[src/rtl/sram_seq_pkg.sv]
package sram_seq_pkg;

  typedef enum logic [1:0] {
    ST_IDLE   = 2'd0,
    ST_SETUP  = 2'd1,
    ST_ACTIVE = 2'd2
  } seq_state_e;

  // Round a time in ps up to whole clock cycles, never less than one.
  function automatic int unsigned hold_cycles(input int unsigned t_ps,
                                              input int unsigned clk_ps);
    int unsigned n;
    n = (t_ps + clk_ps - 1) / clk_ps;
    if (n == 0) n = 1;
    return n;
  endfunction

  function automatic int unsigned max3(input int unsigned a,
                                       input int unsigned b,
                                       input int unsigned c);
    int unsigned m;
    m = a;
    if (b > m) m = b;
    if (c > m) m = c;
    return m;
  endfunction

endpackage

[src/rtl/sram_rst_sync.sv]
module sram_rst_sync (
  input  logic clk,
  input  logic rst_n,
  output logic rst_sync_n
);

  logic meta_q;
  logic sync_q;

  always_ff @(posedge clk or negedge rst_n) begin
    if (!rst_n) begin
      meta_q <= 1'b0;
      sync_q <= 1'b0;
    end else begin
      meta_q <= 1'b1;
      sync_q <= meta_q;
    end
  end

  assign rst_sync_n = sync_q;

endmodule

[src/rtl/sram_hold_timer.sv]
module sram_hold_timer #(
  parameter int unsigned CNT_W = 2
) (
  input  logic             clk,
  input  logic             rst_n,
  input  logic             load,
  input  logic [CNT_W-1:0] load_val,
  input  logic             dec,
  output logic             zero
);

  logic [CNT_W-1:0] cnt_q;
  logic [CNT_W-1:0] cnt_d;
  logic             cnt_en;

  always_comb begin
    cnt_d = cnt_q;
    if (load) begin
      cnt_d = load_val;
    end else if (dec && (cnt_q != '0)) begin
      cnt_d = cnt_q - 1'b1;
    end
  end

  assign cnt_en = load | dec;

  always_ff @(posedge clk or negedge rst_n) begin
    if (!rst_n) begin
      cnt_q <= '0;
    end else if (cnt_en) begin
      cnt_q <= cnt_d;
    end
  end

  assign zero = (cnt_q == '0);

endmodule

[src/rtl/sram_seq_fsm.sv]
module sram_seq_fsm
  import sram_seq_pkg::*;
#(
  parameter int unsigned CNT_W  = 2,
  parameter int unsigned RD_CYC = 3,
  parameter int unsigned WR_CYC = 3
) (
  input  logic             clk,
  input  logic             rst_n,
  input  logic             req_valid,
  input  logic             req_write,
  input  logic             tmr_zero,
  output logic             req_ready,
  output logic             accept,
  output logic             tmr_load,
  output logic [CNT_W-1:0] tmr_val,
  output logic             tmr_dec,
  output logic             finish,
  output logic             op_write,
  output logic             cs_n_d,
  output logic             we_n_d
);

  localparam logic [CNT_W-1:0] RD_LOAD = CNT_W'(RD_CYC - 1);
  localparam logic [CNT_W-1:0] WR_LOAD = CNT_W'(WR_CYC - 1);

  seq_state_e state_q, state_d;
  logic       wr_q, wr_d;

  // Next-state logic
  always_comb begin
    state_d  = state_q;
    wr_d     = wr_q;
    accept   = 1'b0;
    tmr_load = 1'b0;
    tmr_dec  = 1'b0;
    finish   = 1'b0;
    unique case (state_q)
      ST_IDLE: begin
        if (req_valid) begin
          accept  = 1'b1;
          wr_d    = req_write;
          state_d = ST_SETUP;
        end
      end
      ST_SETUP: begin
        // address already on the pins for this whole cycle
        tmr_load = 1'b1;
        state_d  = ST_ACTIVE;
      end
      ST_ACTIVE: begin
        if (tmr_zero) begin
          finish  = 1'b1;
          state_d = ST_IDLE;
        end else begin
          tmr_dec = 1'b1;
        end
      end
      default: state_d = ST_IDLE;
    endcase
  end

  assign tmr_val   = wr_q ? WR_LOAD : RD_LOAD;
  assign cs_n_d    = (state_d != ST_ACTIVE);
  assign we_n_d    = !((state_d == ST_ACTIVE) && wr_d);
  assign req_ready = (state_q == ST_IDLE) && rst_n;
  assign op_write  = wr_q;

  // State register
  always_ff @(posedge clk or negedge rst_n) begin
    if (!rst_n) begin
      state_q <= ST_IDLE;
      wr_q    <= 1'b0;
    end else begin
      state_q <= state_d;
      if (accept) wr_q <= wr_d;
    end
  end

endmodule

[src/rtl/sram_pin_regs.sv]
module sram_pin_regs #(
  parameter int unsigned ADDR_W        = 12,
  parameter int unsigned DATA_W        = 4,
  parameter bit          ECHO_ON_WRITE = 1'b0
) (
  input  logic              clk,
  input  logic              rst_n,
  input  logic              accept,
  input  logic [ADDR_W-1:0] req_addr,
  input  logic [DATA_W-1:0] req_wdata,
  input  logic              cs_n_d,
  input  logic              we_n_d,
  input  logic              finish,
  input  logic              op_write,
  input  logic [DATA_W-1:0] mem_dout,
  output logic              mem_cs_n,
  output logic              mem_we_n,
  output logic [ADDR_W-1:0] mem_addr,
  output logic [DATA_W-1:0] mem_din,
  output logic              rsp_valid,
  output logic [DATA_W-1:0] rsp_rdata
);

  localparam bit SAMPLE_WR = ECHO_ON_WRITE;

  logic              cs_n_q, we_n_q, rsp_q;
  logic [ADDR_W-1:0] addr_q;
  logic [DATA_W-1:0] din_q, rdata_q;
  logic              take;

  // Sample the RAM outputs at the end of a read, and at the end of a write
  // only when the RAM echoes the written word.
  assign take = finish & (SAMPLE_WR | ~op_write);

  always_ff @(posedge clk or negedge rst_n) begin
    if (!rst_n) begin
      cs_n_q  <= 1'b1;
      we_n_q  <= 1'b1;
      rsp_q   <= 1'b0;
      addr_q  <= '0;
      din_q   <= '0;
      rdata_q <= '0;
    end else begin
      cs_n_q <= cs_n_d;
      we_n_q <= we_n_d;
      rsp_q  <= take;
      if (accept) begin
        addr_q <= req_addr;
        din_q  <= req_wdata;
      end
      if (take) begin
        rdata_q <= mem_dout;
      end
    end
  end

  assign mem_cs_n  = cs_n_q;
  assign mem_we_n  = we_n_q;
  assign mem_addr  = addr_q;
  assign mem_din   = din_q;
  assign rsp_valid = rsp_q;
  assign rsp_rdata = rdata_q;

endmodule

[src/rtl/sram_seq_ctrl.sv]
module sram_seq_ctrl
  import sram_seq_pkg::*;
#(
  parameter int unsigned ADDR_W        = 12,
  parameter int unsigned DATA_W        = 4,
  parameter int unsigned CLK_PS        = 4000,
  parameter int unsigned T_RD_PS       = 12000,
  parameter int unsigned T_WP_PS       = 12000,
  parameter int unsigned T_DS_PS       = 7000,
  parameter int unsigned T_ECHO_PS     = 12000,
  parameter bit          ECHO_ON_WRITE = 1'b0
) (
  input  logic              clk,
  input  logic              rst_n,
  input  logic              req_valid,
  output logic              req_ready,
  input  logic              req_write,
  input  logic [ADDR_W-1:0] req_addr,
  input  logic [DATA_W-1:0] req_wdata,
  output logic              rsp_valid,
  output logic [DATA_W-1:0] rsp_rdata,
  output logic              mem_cs_n,
  output logic              mem_we_n,
  output logic [ADDR_W-1:0] mem_addr,
  output logic [DATA_W-1:0] mem_din,
  input  logic [DATA_W-1:0] mem_dout
);

  localparam int unsigned RD_CYC   = hold_cycles(T_RD_PS, CLK_PS);
  localparam int unsigned ECHO_CYC = ECHO_ON_WRITE ? hold_cycles(T_ECHO_PS, CLK_PS) : 1;
  localparam int unsigned WR_CYC   = max3(hold_cycles(T_WP_PS, CLK_PS),
                                          hold_cycles(T_DS_PS, CLK_PS), ECHO_CYC);
  localparam int unsigned MAX_CYC  = (RD_CYC > WR_CYC) ? RD_CYC : WR_CYC;
  localparam int unsigned CNT_W    = (MAX_CYC > 1) ? $clog2(MAX_CYC) : 1;

  logic             rst_sync_n;
  logic             accept, tmr_load, tmr_dec, tmr_zero, finish, op_write;
  logic             cs_n_d, we_n_d;
  logic [CNT_W-1:0] tmr_val;

  sram_rst_sync u_rst (
    .clk        (clk),
    .rst_n      (rst_n),
    .rst_sync_n (rst_sync_n)
  );

  sram_seq_fsm #(
    .CNT_W  (CNT_W),
    .RD_CYC (RD_CYC),
    .WR_CYC (WR_CYC)
  ) u_fsm (
    .clk       (clk),
    .rst_n     (rst_sync_n),
    .req_valid (req_valid),
    .req_write (req_write),
    .tmr_zero  (tmr_zero),
    .req_ready (req_ready),
    .accept    (accept),
    .tmr_load  (tmr_load),
    .tmr_val   (tmr_val),
    .tmr_dec   (tmr_dec),
    .finish    (finish),
    .op_write  (op_write),
    .cs_n_d    (cs_n_d),
    .we_n_d    (we_n_d)
  );

  sram_hold_timer #(
    .CNT_W (CNT_W)
  ) u_tmr (
    .clk      (clk),
    .rst_n    (rst_sync_n),
    .load     (tmr_load),
    .load_val (tmr_val),
    .dec      (tmr_dec),
    .zero     (tmr_zero)
  );

  sram_pin_regs #(
    .ADDR_W        (ADDR_W),
    .DATA_W        (DATA_W),
    .ECHO_ON_WRITE (ECHO_ON_WRITE)
  ) u_pins (
    .clk       (clk),
    .rst_n     (rst_sync_n),
    .accept    (accept),
    .req_addr  (req_addr),
    .req_wdata (req_wdata),
    .cs_n_d    (cs_n_d),
    .we_n_d    (we_n_d),
    .finish    (finish),
    .op_write  (op_write),
    .mem_dout  (mem_dout),
    .mem_cs_n  (mem_cs_n),
    .mem_we_n  (mem_we_n),
    .mem_addr  (mem_addr),
    .mem_din   (mem_din),
    .rsp_valid (rsp_valid),
    .rsp_rdata (rsp_rdata)
  );

endmodule

[config.mk]
export PLATFORM = sky130hd
export DESIGN_NAME = sram_seq_ctrl
export DESIGN_NICKNAME = d
export VERILOG_FILES = /design/src/rtl/sram_seq_pkg.sv /design/src/rtl/sram_rst_sync.sv /design/src/rtl/sram_hold_timer.sv /design/src/rtl/sram_seq_fsm.sv /design/src/rtl/sram_pin_regs.sv /design/src/rtl/sram_seq_ctrl.sv
export SDC_FILE = /design/constraint.sdc
export NUM_CORES = 1
export LEC_CHECK = 0
export ABC_AREA = 1
export BUFFER_PORTS_ARGS = -buffer_cell sky130_fd_sc_hd__buf_2
export CAP_MARGIN = 20
export CORE_ASPECT_RATIO = 0.7
export CORE_UTILIZATION = 42
export CTS_CLUSTER_DIAMETER = 150
export CTS_CLUSTER_SIZE = 12
export DETAILED_ROUTE_END_ITERATION = 12
export PLACE_DENSITY = 0.7
export SLEW_MARGIN = 0
export SYNTH_ARGS = -nofsm -noshare
export SYNTH_HDL_FRONTEND = slang
export SYNTH_SLANG_ARGS = --single-unit
[constraint.sdc]
create_clock -name clk -period 1.4 [get_ports clk]
set_input_delay 0.28 -clock clk [delete_from_list [all_inputs] [get_ports clk]]
set_output_delay 0.28 -clock clk [all_outputs]
set_load 0.02 [all_outputs]
After elaboration in Yosys (flattened, before gate mapping)

Index checks and enable logic that the tools add are counted.

Bits in registers: 30
Input port bits: 24
Output and inout bits: 24
Logic and storage cells: 42

Add/sub/neg operators: 1
Equal/unequal tests: 4
Muxes and demuxes: 14
Bitwise logic cells: 3
Reductions and logical operators: 9

Operators by type and width:

| cell                                                | count |
|---|---|
| two-way mux 1 bit                                   | 9 |
| two-way mux 2 bit                                   | 4 |
| one-hot mux 2 bit (3 select lines)                  | 1 |
| equality test 2 bit, second input constant          | 2 |
| logical NOT 2 bit                                   | 2 |
| nonzero test 2 bit                                  | 2 |
| logical AND 1 bit                                   | 3 |
| equality test 2 x 1 -> 1 bit, second input constant | 1 |
| != test 2 bit, second input constant                | 1 |
| AND reduction 2 bit                                 | 1 |
| subtractor 2 x 1 -> 2 bit, second input constant    | 1 |
| AND 1 bit                                           | 1 |
| logical NOT 1 bit                                   | 1 |
| inverter 1 bit                                      | 1 |
| bitwise OR 1 bit                                    | 1 |

Longest topological paths before layout

Gate-level depths: netlist of run 1.

Word-level depth: 6
Depth in mapped cells: 7
Depth with buffers taken out: 7

Cells and area by module

From an unflattened synthesis of run 1, not the netlist that was laid out.

Cells, all modules: 139
Area, all modules: 1265.0 um^2

By module, submodules not included:

| module          | times used | cells each | area an instance (um^2) | seq. area each (um^2) |
|---|---|---|---|---|
| sram_pin_regs   | 1          | 89         | 888.4                   | 578.1 |
| sram_seq_fsm    | 1          | 28         | 195.2                   | 75.1 |
| sram_hold_timer | 1          | 19         | 127.6                   | 50.0 |
| sram_rst_sync   | 1          | 3          | 53.8                    | 50.0 |

Least setup slack after synthesis of run 1

OpenSTA, ideal clock, no wires.

Path type: reg-to-output
Start point: register u_rst.sync_q (netlist: u_rst.rst_sync_n)
End point: output port req_ready
Arrival: 1.522 ns
Required time: 1.120 ns
Slack: -0.402 ns
Stages on the path, launching flop included: 2
Buffers on the path: 0
Cell sequence: dfrtp_1 nor3b_1

Longest elaborated chain between the ends: 1

Ends and longest elaborated chain:

| what                   | RTL line            | source |
|---|---|---|
| start, declared        | sram_rst_sync.sv:8  | `logic sync_q;` |
| start signal, assigned | sram_rst_sync.sv:16 | `sync_q <= meta_q;` |
| logical AND 1 bit      | sram_seq_fsm.sv:66  | `assign req_ready = (state_q == ST_IDLE) && rst_n;` |
| end, declared          | sram_seq_ctrl.sv:16 | `output logic req_ready,` |

Every way passes these cells.

Final worst setup path of run 1

Start point: register u_fsm.state_q[1]
End point: output port req_ready

Longest elaborated chain between the ends: 2

Ends and longest elaborated chain:

| what                   | RTL line           | source |
|---|---|---|
| start, declared        | sram_seq_fsm.sv:27 | `seq_state_e state_q, state_d;` |
| start signal, assigned | sram_seq_fsm.sv:75 | `state_q <= state_d;` |
| logical NOT 2 bit      | sram_seq_fsm.sv:66 |  |
| logical AND 1 bit      | sram_seq_fsm.sv:66 |  |

Every way passes these cells.

==> key figures, run 1 <==
STA
  – Final hold viol count: 0
  – Fmax: approximately 0.74 GHz
  – Period minus WS final: 1.36 ns
  – Clock Skew: around 0.0053 ns
  – Max-slew violations: 0
  – Worst hold margin: 0.202 ns
  – Setup violations, final: 0
  – TNS Setup: 0 ns
  – RSZ-0062 raised after global routing: false
  – Final period utilization: 97.0%

Power
  – Post-layout power: between 3 and 4 mW
  – Lkg Pwr: 0.906 nW
  – Max VDD drop: approximately 1.3 mV
  – PD cells: 2320 mW/mm²

Yosys
  – Synth top area share: 59.5%
  – Syn Inst Count: 123
  – Unique masters post-synth: 17
  – Synth Cell Area: 0.00118 mm²
  – Syn_nets: 148
  – Syn avg cell area: roughly 9.6 µm²
  – Ranking of synthesized cells by area: dfrtp_1 (60%), nand2_1 (19%), dfstp_2 (4.5%), nand3_1 (4.3%), inv_1 (2.9%)
  – Largest area contributor in the netlist: dfrtp_1
  – EDFF count, synth: 0
  – Synth cell count leaders: nand2_1 (59), dfrtp_1 (28), nand3_1 (10), inv_1 (9), nand2_2 (3)
  – FF+latch count, synth: 30
  – Yosys Warn Count: 0
  – FFs w/ async S/R, synth: 100%
  – Top FF cell, synth: dfrtp_1
  – Count leader, synth: nand2_1
  – Sequential fraction of the synthesis area: 64.0%

Floorplan
  – Die width: 65.3 µm
  – # IOs: 48
  – Initial Util: 46.1%
  – Die Height: approximately 46 µm
  – FP Rows: 15
  – Core area: 0.00255 mm²
  – Die footprint: 0.00302 mm²

Finish
  – Net count, final: 204
  – Flip-flop and latch area: 757 µm²
  – Area occupied by multi-input gates: 370 µm²
  – Layout area overhead: 33.5%
  – ANT cells: 0
  – Fillcell total: 235
  – Layout cells sized above 1: 38.9%

Setup path
  – R2r worst-path depth: 7
  – RR Endpoint: u_pins.rsp_rdata[2]
  – CP Launch Type: flip-flop
  – R2r setup slk: ~0.20 ns
  – WP data arrival: 1.08 ns
  – Crit Path Class: flip-flop to output pin
  – CP required: 1.12 ns
  – CP max FO: 4
  – CP Capture Type: output pin
  – Critical R2R Launch: u_tmr.cnt_q[0]

Route
  – Antenna-violating nets left: 0
  – Routed len/inst: 11.1 µm
  – Drt total wl: 2370 µm
  – Drc violations: 0
  – Detailed Routing Iterations Pass 1: 4
  – Starting DRT DRC Count: 42
  – Via/cell ratio: 4.62
  – Via count: 988

Place
  – Post-detail-place hpwl: 1710 µm
  – # port buffers: 47
  – Final Wtd Congestion: approximately 0.76

Worst hold path
  – Hold Crit Start: req_wdata[0]
  – WHS Path Cells: 3
  – Worst Hold End: u_pins.mem_din[0]
  – Hold WC Path Type: primary input to flip-flop

Clock tree
  – CTS Buf Count: 5
  – Reg clk slew, reported paths: 0.06 ns
  – Clock buffer depth: 2
  – CTS tree: done
  – Clock tree sinks: 30
  – H-tree levels: 2
  – Root buf cell: clkbuf_8
  – Clk_lat worst skew: about 0.27 ns

GRT
  – Number of global-route vias before repair: ~840
  – First-pass GRT wire length: 3680 µm
  – Largest net degree at the start of global routing: 29
  – Gr usage total: 17.3%
  – Grt ovf: 0
  – Initial antenna violation count: 0

Outcome
  – Status: finished clean

Job
  – Max-cap viol count: 0
[metal layers]
layer	part of all wire (%)	up-vias	GRT usage, %	routed length [µm]
li1	-	485	-	-
met1	47	458	22.6	1110
met2	44	40	24.7	1030
met3	8.5	5	7.92	202
met4	0.89	0	7.83	21
met5	0	-	0	0
[sequential cells by signal (all words and copies together), names as in the netlist]
signal	flops
u_pins.mem_we_n	1
u_pins.mem_din	4
u_pins.mem_cs_n	1
u_pins.rsp_rdata	4
u_rst.rst_sync_n	1
u_rst.meta_q	1
u_pins.mem_addr	12
u_pins.rsp_valid	1
u_fsm.state_q	2
u_fsm.op_write	1
u_tmr.cnt_q	2
[repair_timing]
action                                  4_1_cts  5_1_grt
endpoints found under the setup margin        1        1
setup buffers                                 0        1
hold buffers                                  1        0
pin swaps                                     0        0
gates resized for setup                       1        2
hold endpoints to repair                      2        0
[stage by stage]
stage	util, %	std cells	cell area (µm²)	worst slack, ns
CTS	61.1	213	1560	0.00303
global placement	57.1	204	1460	0.246
detailed placement	57.1	204	1460	0.204
global route	61.6	214	1570	0.00539
floorplan	-	123	1180	0.0327
finish	61.6	214	1570	0.0421
[area by class of cell]
| cell class | count | share of cell area [%] |
|---|---|---|
| multi-input combinational | 81 | 23.6 |
| timing repair buffer | 51 | 17.2 |
| sequential | 30 | 48.2 |
| clock inverter | 1 | 0.318 |
| tap | 34 | 2.71 |
| inverter | 10 | 2.55 |
| clock buffer | 7 | 5.49 |
[layout by cell type, fill, tap and decap left out]
cell           count
and2_1             1
buf_2             46
buf_4              4
clkbuf_1           1
clkbuf_8           6
clkinv_2           1
conb_1             1
dfrtp_1           25
dfrtp_2            3
dfstp_2            2
dlygate4sd3_1      1
ha_1               1
inv_1              9
inv_4              1
nand2_1           59
nand2_2            3
nand2_4            1
nand3_1           10
nand3b_1           1
nor2_1             1
nor2_4             2
nor3b_2            1
[report_power, final]
part,internal [mW],switching (mW)
sequential,1.26,0.202
clock,0.395,0.294
combinational,0.512,0.986
[critical path, cell delays in order (launching register included)]
cell,delay [ns]
dfrtp_2,0.44
nor3b_2,0.20
buf_4,0.17
[cells by family (layout without fill, tap and decap cells)]
| kind of cell | count (synthesis) | in the layout | synth area share [%] |
|---|---|---|---|
| fa+ha+maj | 1 | 1 | 1.06 |
| buf+inv | 12 | 69 | 4.99 |
| flops | 30 | 30 | 64.0 |
| other cells | 1 | 1 | 0.319 |
| simple gates | 79 | 79 | 29.6 |
[how the worst max path moves through the flow]
stage,start,endpoint,slack (ns),cells past startpoint
finish,u_fsm.state_q[1],req_ready,0.04,2
floorplan,u_rst.rst_sync_n,req_ready,0.03,1
global route,u_fsm.state_q[1],req_ready,0.005,2
CTS,u_fsm.state_q[1],req_ready,0.003,2
detailed placement,u_tmr.cnt_q[0],u_pins.rsp_rdata[2],0.20,7
global placement,u_tmr.cnt_q[0],u_pins.rsp_rdata[1],0.25,7
Note: power is estimated with default switching activity, not from simulation.
==> run 2: changes to the inputs <==
- CORE_MARGIN: default -> 5
==> run 2 against run 1 <==
Net effect:
- via count is 4.4% lower
- clock-buffer cell count stayed put
- highest routed layer unchanged
- combinational power hardly changed
- fmax is 1.6% higher
- sequential cell count stayed put
- critical path type unchanged
- routed wire length is 3.9% higher
- largest cell class unchanged
- largest power group unchanged
- register-to-register slack worse by 0.03 ns
- critical path depth stayed put
==> key figures, run 2 (same netlist as run 1, synthesis figures left out) <==
Floorplan
  – Die width: 73.3 µm (was 65.3 µm)
  – # IOs: 48 (unchanged)
  – FP Rows: 16 (was 15)
  – Core area: 0.00274 mm² (was 0.00255 mm²)
  – Initial Util: 42.9% (was 46.1%)
  – Die footprint: 0.00398 mm² (was 0.00302 mm²)
  – Die Height: 54.3 µm (was 46.3 µm)

STA
  – Clock Skew: 0.00463 ns (was 0.00526 ns)
  – Worst hold margin: 0.199 ns (was 0.202 ns)
  – Final period utilization: 95.5% (was 97.0%)
  – Max-slew violations: 0 (unchanged)
  – Fmax: 0.748 GHz (was 0.736 GHz)
  – Final hold viol count: 0 (unchanged)
  – Setup violations, final: 0 (unchanged)
  – Period minus WS final: 1.34 ns (was 1.36 ns)

GRT
  – Gr usage total: 13.7% (was 17.3%)
  – Grt ovf: 0 (unchanged)
  – Number of global-route vias before repair: 921 (was 837)
  – First-pass GRT wire length: 4000 µm (was 3680 µm)
  – Largest net degree at the start of global routing: 29 (unchanged)
  – Initial antenna violation count: 0 (unchanged)

Route
  – Drt total wl: 2460 µm (was 2370 µm)
  – Routed len/inst: 11.4 µm (was 11.1 µm)
  – Detailed Routing Iterations Pass 1: 4 (unchanged)
  – Starting DRT DRC Count: 42 (unchanged)
  – Drc violations: 0 (unchanged)
  – Via/cell ratio: 4.38 (was 4.62)
  – Via count: 945 (was 988)
  – Antenna-violating nets left: 0 (unchanged)

Setup path
  – Slowest-stage cell, CP: dfrtp_2 (unchanged)
  – Slowest stage delay, CP: 0.45 ns (was 0.44 ns)
  – Crit path cell chain: nor3b_2 -> buf_4 (unchanged)
  – Crit Path Class: flip-flop to output pin (unchanged)
  – WP data arrival: 1.06 ns (was 1.08 ns)
  – CP Capture Type: output pin (unchanged)
  – R2r worst-path depth: 7 (unchanged)
  – CP Launch Type: flip-flop (unchanged)
  – CP max FO: 4 (unchanged)
  – CP required: 1.12 ns (about the same)

Power
  – PD cells: 2330 mW/mm² (was 2320 mW/mm²)
  – Max VDD drop: 1.03 mV (was 1.25 mV)
  – Post-layout power: 3.66 mW (was 3.65 mW)
  – Lkg Pwr: 0.906 nW (unchanged)

Clock tree
  – Clock tree sinks: 30 (unchanged)
  – Root buf cell: clkbuf_8 (unchanged)
  – CTS tree: done (unchanged)
  – Clk_lat worst skew: 0.27 ns (about the same)
  – CTS Buf Count: 5 (unchanged)
  – Reg clk slew, reported paths: 0.06 ns (about the same)
  – H-tree levels: 2 (unchanged)
  – Clock buffer depth: 2 (unchanged)

Finish
  – Final core occ: 57.4% (was 61.6%)
  – Largest register FFs: 12 (unchanged)
  – Most common cell after layout, fill and taps aside: nand2_1 (unchanged)
  – ANT cells: 0 (unchanged)
  – Most frequent cells in the layout: nand2_1 (59), buf_2 (46), dfrtp_1 (25) (unchanged)
  – Non-Filler Instances: 216 (was 214)
  – Layout area overhead: 33.7% (was 33.5%)
  – Layout cells sized above 1: 38.9% (unchanged)
  – Net count, final: 204 (unchanged)
  – Final instance area: 0.00157 mm² (about the same)

Worst hold path
  – Hold WC Path Type: primary input to flip-flop (unchanged)
  – WHS Path Cells: 3 (unchanged)

Place
  – Placed cell count: 206 (was 204)
  – Placed inst area: 0.00146 mm² (about the same)
  – # port buffers: 47 (unchanged)
  – Post-detail-place hpwl: 1820 µm (was 1710 µm)
  – Final Wtd Congestion: 0.728 (was 0.763)

Outcome
  – Status: finished clean (unchanged)

Job
  – Max-cap viol count: 0 (unchanged)
[run 2: cell counts in the layout (fill, tap and decap cells not counted)]
Identical to the previous run, type by type.
[run 2: area by class of cell]
cell class	count	area (µm²)
Timing Repair Buffer	51	270
Clock buffer	7	86.3
Clock inverter	1	5.00
Sequential cell	30	757
Fill cell	256	1170
Inverter	10	40.0
Multi-Input combinational cell	81	370
Tap cell	36	45.0
[run 2: repair_timing]
| action | 4_1_cts | 5_1_grt |
|---|---|---|
| setup buffers | 0 | 1 |
| endpoints found under the hold margin | 2 | 0 |
| hold buffers | 1 | 0 |
| setup endpoints to repair | 0 | 1 |
| resized for setup | 0 | 3 |
[run 2: worst max-delay path: cells and delay by family, from the launching register on]
kind,cells,cell delay [ns]
simple gates,1,0.18
buf+inv,1,0.16
flops,1,0.45
[run 2: power breakdown]
group | switching (mW) | leakage, nW | internal (mW) | total [mW]
sequential | 0.202 | 0.359 | 1.26 | 1.46
combinational | 0.994 | 0.499 | 0.514 | 1.51
clock | 0.295 | 0.0482 | 0.395 | 0.690
total | 1.49 | 0.906 | 2.17 | 3.66
[run 2: worst paths after layout]
| kind | from | end | slack, ns |
|---|---|---|---|
| worst max-delay path | u_fsm.state_q[1] | req_ready | 0.06 |
| worst min register to register | u_rst.rst_sync_n | u_tmr.cnt_q[1] | 0.27 |
| worst max register to register | u_tmr.cnt_q[0] | u_pins.rsp_rdata[0] | 0.17 |
| worst min-delay path | req_addr[8] | u_pins.mem_addr[8] | 0.20 |
| min in group asynchronous | u_rst.rst_sync_n | u_tmr.cnt_q[1] | 0.27 |
| max in group asynchronous | u_rst.rst_sync_n | u_pins.mem_cs_n | 0.83 |
[run 2: routing by layer]
layer	share of wire, %	global-route usage (%)	wire length (µm)	vias up
met3	9.4	5.50	231	4
met5	0	0	0	-
met2	44	20.6	1090	36
met1	45	17.3	1110	421
li1	-	-	-	484
met4	1.1	6.44	26	0
[run 2: per-stage QoR]
| step | worst slack [ns] | TNS, ns |
|---|---|---|
| final | 0.0636 | 0 |
| after global routing | -0.0153 | -0.0153 |
| after CTS | 0.00132 | 0 |
| after detailed placement | 0.181 | 0 |
| after global placement | 0.245 | 0 |
| after floorplan | 0.0327 | 0 |
==> run 3: changes to the inputs <==
- CORE_UTILIZATION: 42 -> 48
- MAX_ROUTING_LAYER: default -> met4
- PLACE_DENSITY: 0.7 -> 0.76
- clock period: 1.4 -> 1.6 ns (I/O delays scaled with it)
==> run 3 against run 2 <==
Net effect:
- clock power down 34%
- core utilization up 5.9 points
- sequential share of layout area up 1.6 points
- setup slack improved by 0.076 ns
- via count stayed put
- non-clock buffer count shrank 2
- routed wire length down 2.9%
- largest power group is now sequential cells
==> key figures, run 3 (same netlist as run 1, synthesis figures left out) <==
STA
  – Clock Skew: 0.00674 ns (was 0.00463 ns)
  – Final hold viol count: 0 (unchanged)
  – Final period utilization: 91.2%
  – TNS Setup: 0 ns (unchanged)
  – Fmax: ~0.68 GHz
  – RSZ-0062 raised after global routing: false
  – Setup violations, final: 0 (unchanged)
  – Worst hold margin: 0.186 ns (was 0.199 ns)
  – Period minus WS final: ~1.5 ns
  – Max-slew violations: 0 (unchanged)

Setup path
  – CP Capture Type: output pin (unchanged)
  – CP required: 1.28 ns (was 1.12 ns)
  – WP data arrival: 1.14 ns (was 1.06 ns)
  – RR Endpoint: u_pins.rsp_rdata[3] (was u_pins.rsp_rdata[0])
  – Crit Path Class: flip-flop to output pin (unchanged)
  – R2r setup slk: 0.26 ns (was 0.17 ns)
  – R2r worst-path depth: 7 (unchanged)
  – Critical Path Start: u_fsm.state_q[1] (unchanged)
  – CP max FO: 4 (unchanged)
  – CP Launch Type: flip-flop (unchanged)
  – Critical R2R Launch: u_tmr.cnt_q[0] (unchanged)

GRT
  – Gr usage total: 15.8% (was 13.7%)
  – Number of global-route vias before repair: 949 (was 921)
  – Grt ovf: 0 (unchanged)
  – Largest net degree at the start of global routing: 29 (unchanged)
  – First-pass GRT wire length: 4170 µm (was 4000 µm)
  – Initial antenna violation count: 0 (unchanged)

Route
  – Drt total wl: 2390 µm (was 2460 µm)
  – Starting DRT DRC Count: 25 (was 42)
  – Antenna-violating nets left: 0 (unchanged)
  – Routed len/inst: 11.3 µm (was 11.4 µm)
  – Detailed Routing Iterations Pass 1: 4 (unchanged)
  – Via/cell ratio: 4.46 (was 4.38)
  – Drc violations: 0 (unchanged)
  – Via count: 945 (unchanged)

Power
  – Sequential fraction of design power: 42.7% (was 40.0%)
  – Sw power: 1.29 mW (was 1.49 mW)
  – Lkg Pwr: 0.883 nW (was 0.906 nW)
  – PD cells: 1990 mW/mm² (was 2330 mW/mm²)
  – Comb pwr share: 42.3% (was 41.2%)
  – Post-layout power: 3.03 mW (was 3.66 mW)
  – Internal power: 1.74 mW (was 2.17 mW)
  – Max VDD drop: 0.810 mV (was 1.03 mV)
  – Switch share: 42.7% (was 40.7%)
  – Clock network power share: 15.0% (was 18.8%)

Worst hold path
  – Worst Hold End: u_pins.mem_addr[1] (was u_pins.mem_addr[8])
  – WHS Path Cells: 3 (unchanged)
  – Hold Crit Start: req_addr[1] (was req_addr[8])
  – Hold WC Path Type: primary input to flip-flop (unchanged)

Floorplan
  – Initial Util: 49.0% (was 42.9%)
  – Core area: 0.00240 mm² (was 0.00274 mm²)
  – Die footprint: 0.00356 mm² (was 0.00398 mm²)
  – FP Rows: 15 (was 16)
  – Die Height: 51.4 µm (was 54.3 µm)
  – Die width: 69.2 µm (was 73.3 µm)
  – # IOs: 48 (unchanged)

Clock tree
  – Root buf cell: clkbuf_4 (was clkbuf_8)
  – Setup bufs post-CTS: 0 (unchanged)
  – Clock buffer depth: 2 (unchanged)
  – CTS Buf Count: 5 (unchanged)
  – Clock tree sinks: 30 (unchanged)
  – CTS tree: done (unchanged)
  – Clk_lat worst skew: 0.32 ns (was 0.27 ns)
  – Reg clk slew, reported paths: 0.09 ns (was 0.06 ns)
  – H-tree levels: 2 (unchanged)

Finish
  – Layout area overhead: 29.2% (was 33.7%)
  – Non-Filler Instances: 212 (was 216)
  – ANT cells: 0 (unchanged)
  – Fillcell total: 226 (was 256)
  – Most frequent cells in the layout: nand2_1 (59), buf_2 (47), dfrtp_1 (26) (was nand2_1 (59), buf_2 (46), dfrtp_1 (25))
  – Flip-flop and latch area: 756 µm² (was 757 µm²)
  – Layout cells sized above 1: 37.6% (was 38.9%)
  – Net count, final: 202 (was 204)
  – Area occupied by multi-input gates: 370 µm² (unchanged)
  – Largest register FFs: 12 (unchanged)
  – Most common cell after layout, fill and taps aside: nand2_1 (unchanged)

Place
  – # port buffers: 47 (unchanged)
  – Placed cell count: 203 (was 206)
  – Post-detail-place hpwl: 1830 µm (was 1820 µm)
  – Final Wtd Congestion: 0.721 (was 0.728)

Job
  – Max-cap viol count: 0 (unchanged)

Outcome
  – Status: finished clean (unchanged)
-- run 3: final cells by class --
cell class              count  share of cell area [%]
well taps                  34                    2.80
clock buffers               7                    3.62
clock inverters             1                   0.329
multi-input cells          81                    24.3
repair buffers             49                    16.6
inverters                  10                    2.63
flip-flops and latches     30                    49.7
-- run 3: layer usage --
layer | part of all wire (%) | vias to the layer above | global-route usage [%]
li1 | - | 479 | -
met2 | 48 | 32 | 23.9
met3 | 6.3 | 4 | 6.68
met4 | 0.88 | 0 | 6.82
met1 | 45 | 430 | 18.6
met5 | 0 | - | -
-- run 3: power groups by stage --
stage	logic (mW)	clock network, mW	registers [mW]
2_1_floorplan	0.530	0	1.63
6_report	1.28	0.455	1.29
4_1_cts	1.31	0.476	1.29
3_5_place_dp	1.30	0	1.30
5_1_grt	1.44	0.517	1.33
3_3_place_gp	1.25	0	1.29
-- run 3: critical path: stages, from the launching register on --
cell and delay (ns):
dfrtp_1 0.46, nor3b_2 0.19, buf_2 0.18
-- run 3: timing repair --
item | 4_1_cts | 5_1_grt
resized for setup | 0 | 2
hold endpoints to repair | 2 | 0
endpoints found under the setup margin | 0 | 1
hold buffers | 1 | 0
-- run 3: stage by stage --
stage	setup slack [ns]	utilization, %	instance area [µm²]
floorplan	0.0240	-	1180
global placement	0.372	60.2	1450
detailed placement	0.273	60.2	1450
CTS	0.0780	63.1	1520
global route	0.0504	63.3	1520
finish	0.140	63.3	1520
-- run 3: worst max-delay path by stage --
stage / to / slack [ns] / cells past startpoint
2_1_floorplan: req_ready / 0.02 / 1
3_3_place_gp: u_pins.rsp_rdata[3] / 0.37 / 7
3_5_place_dp: u_pins.rsp_rdata[3] / 0.27 / 7
4_1_cts: req_ready / 0.08 / 2
5_1_grt: u_pins.rsp_rdata[3] / 0.05 / 7
6_report: req_ready / 0.14 / 2
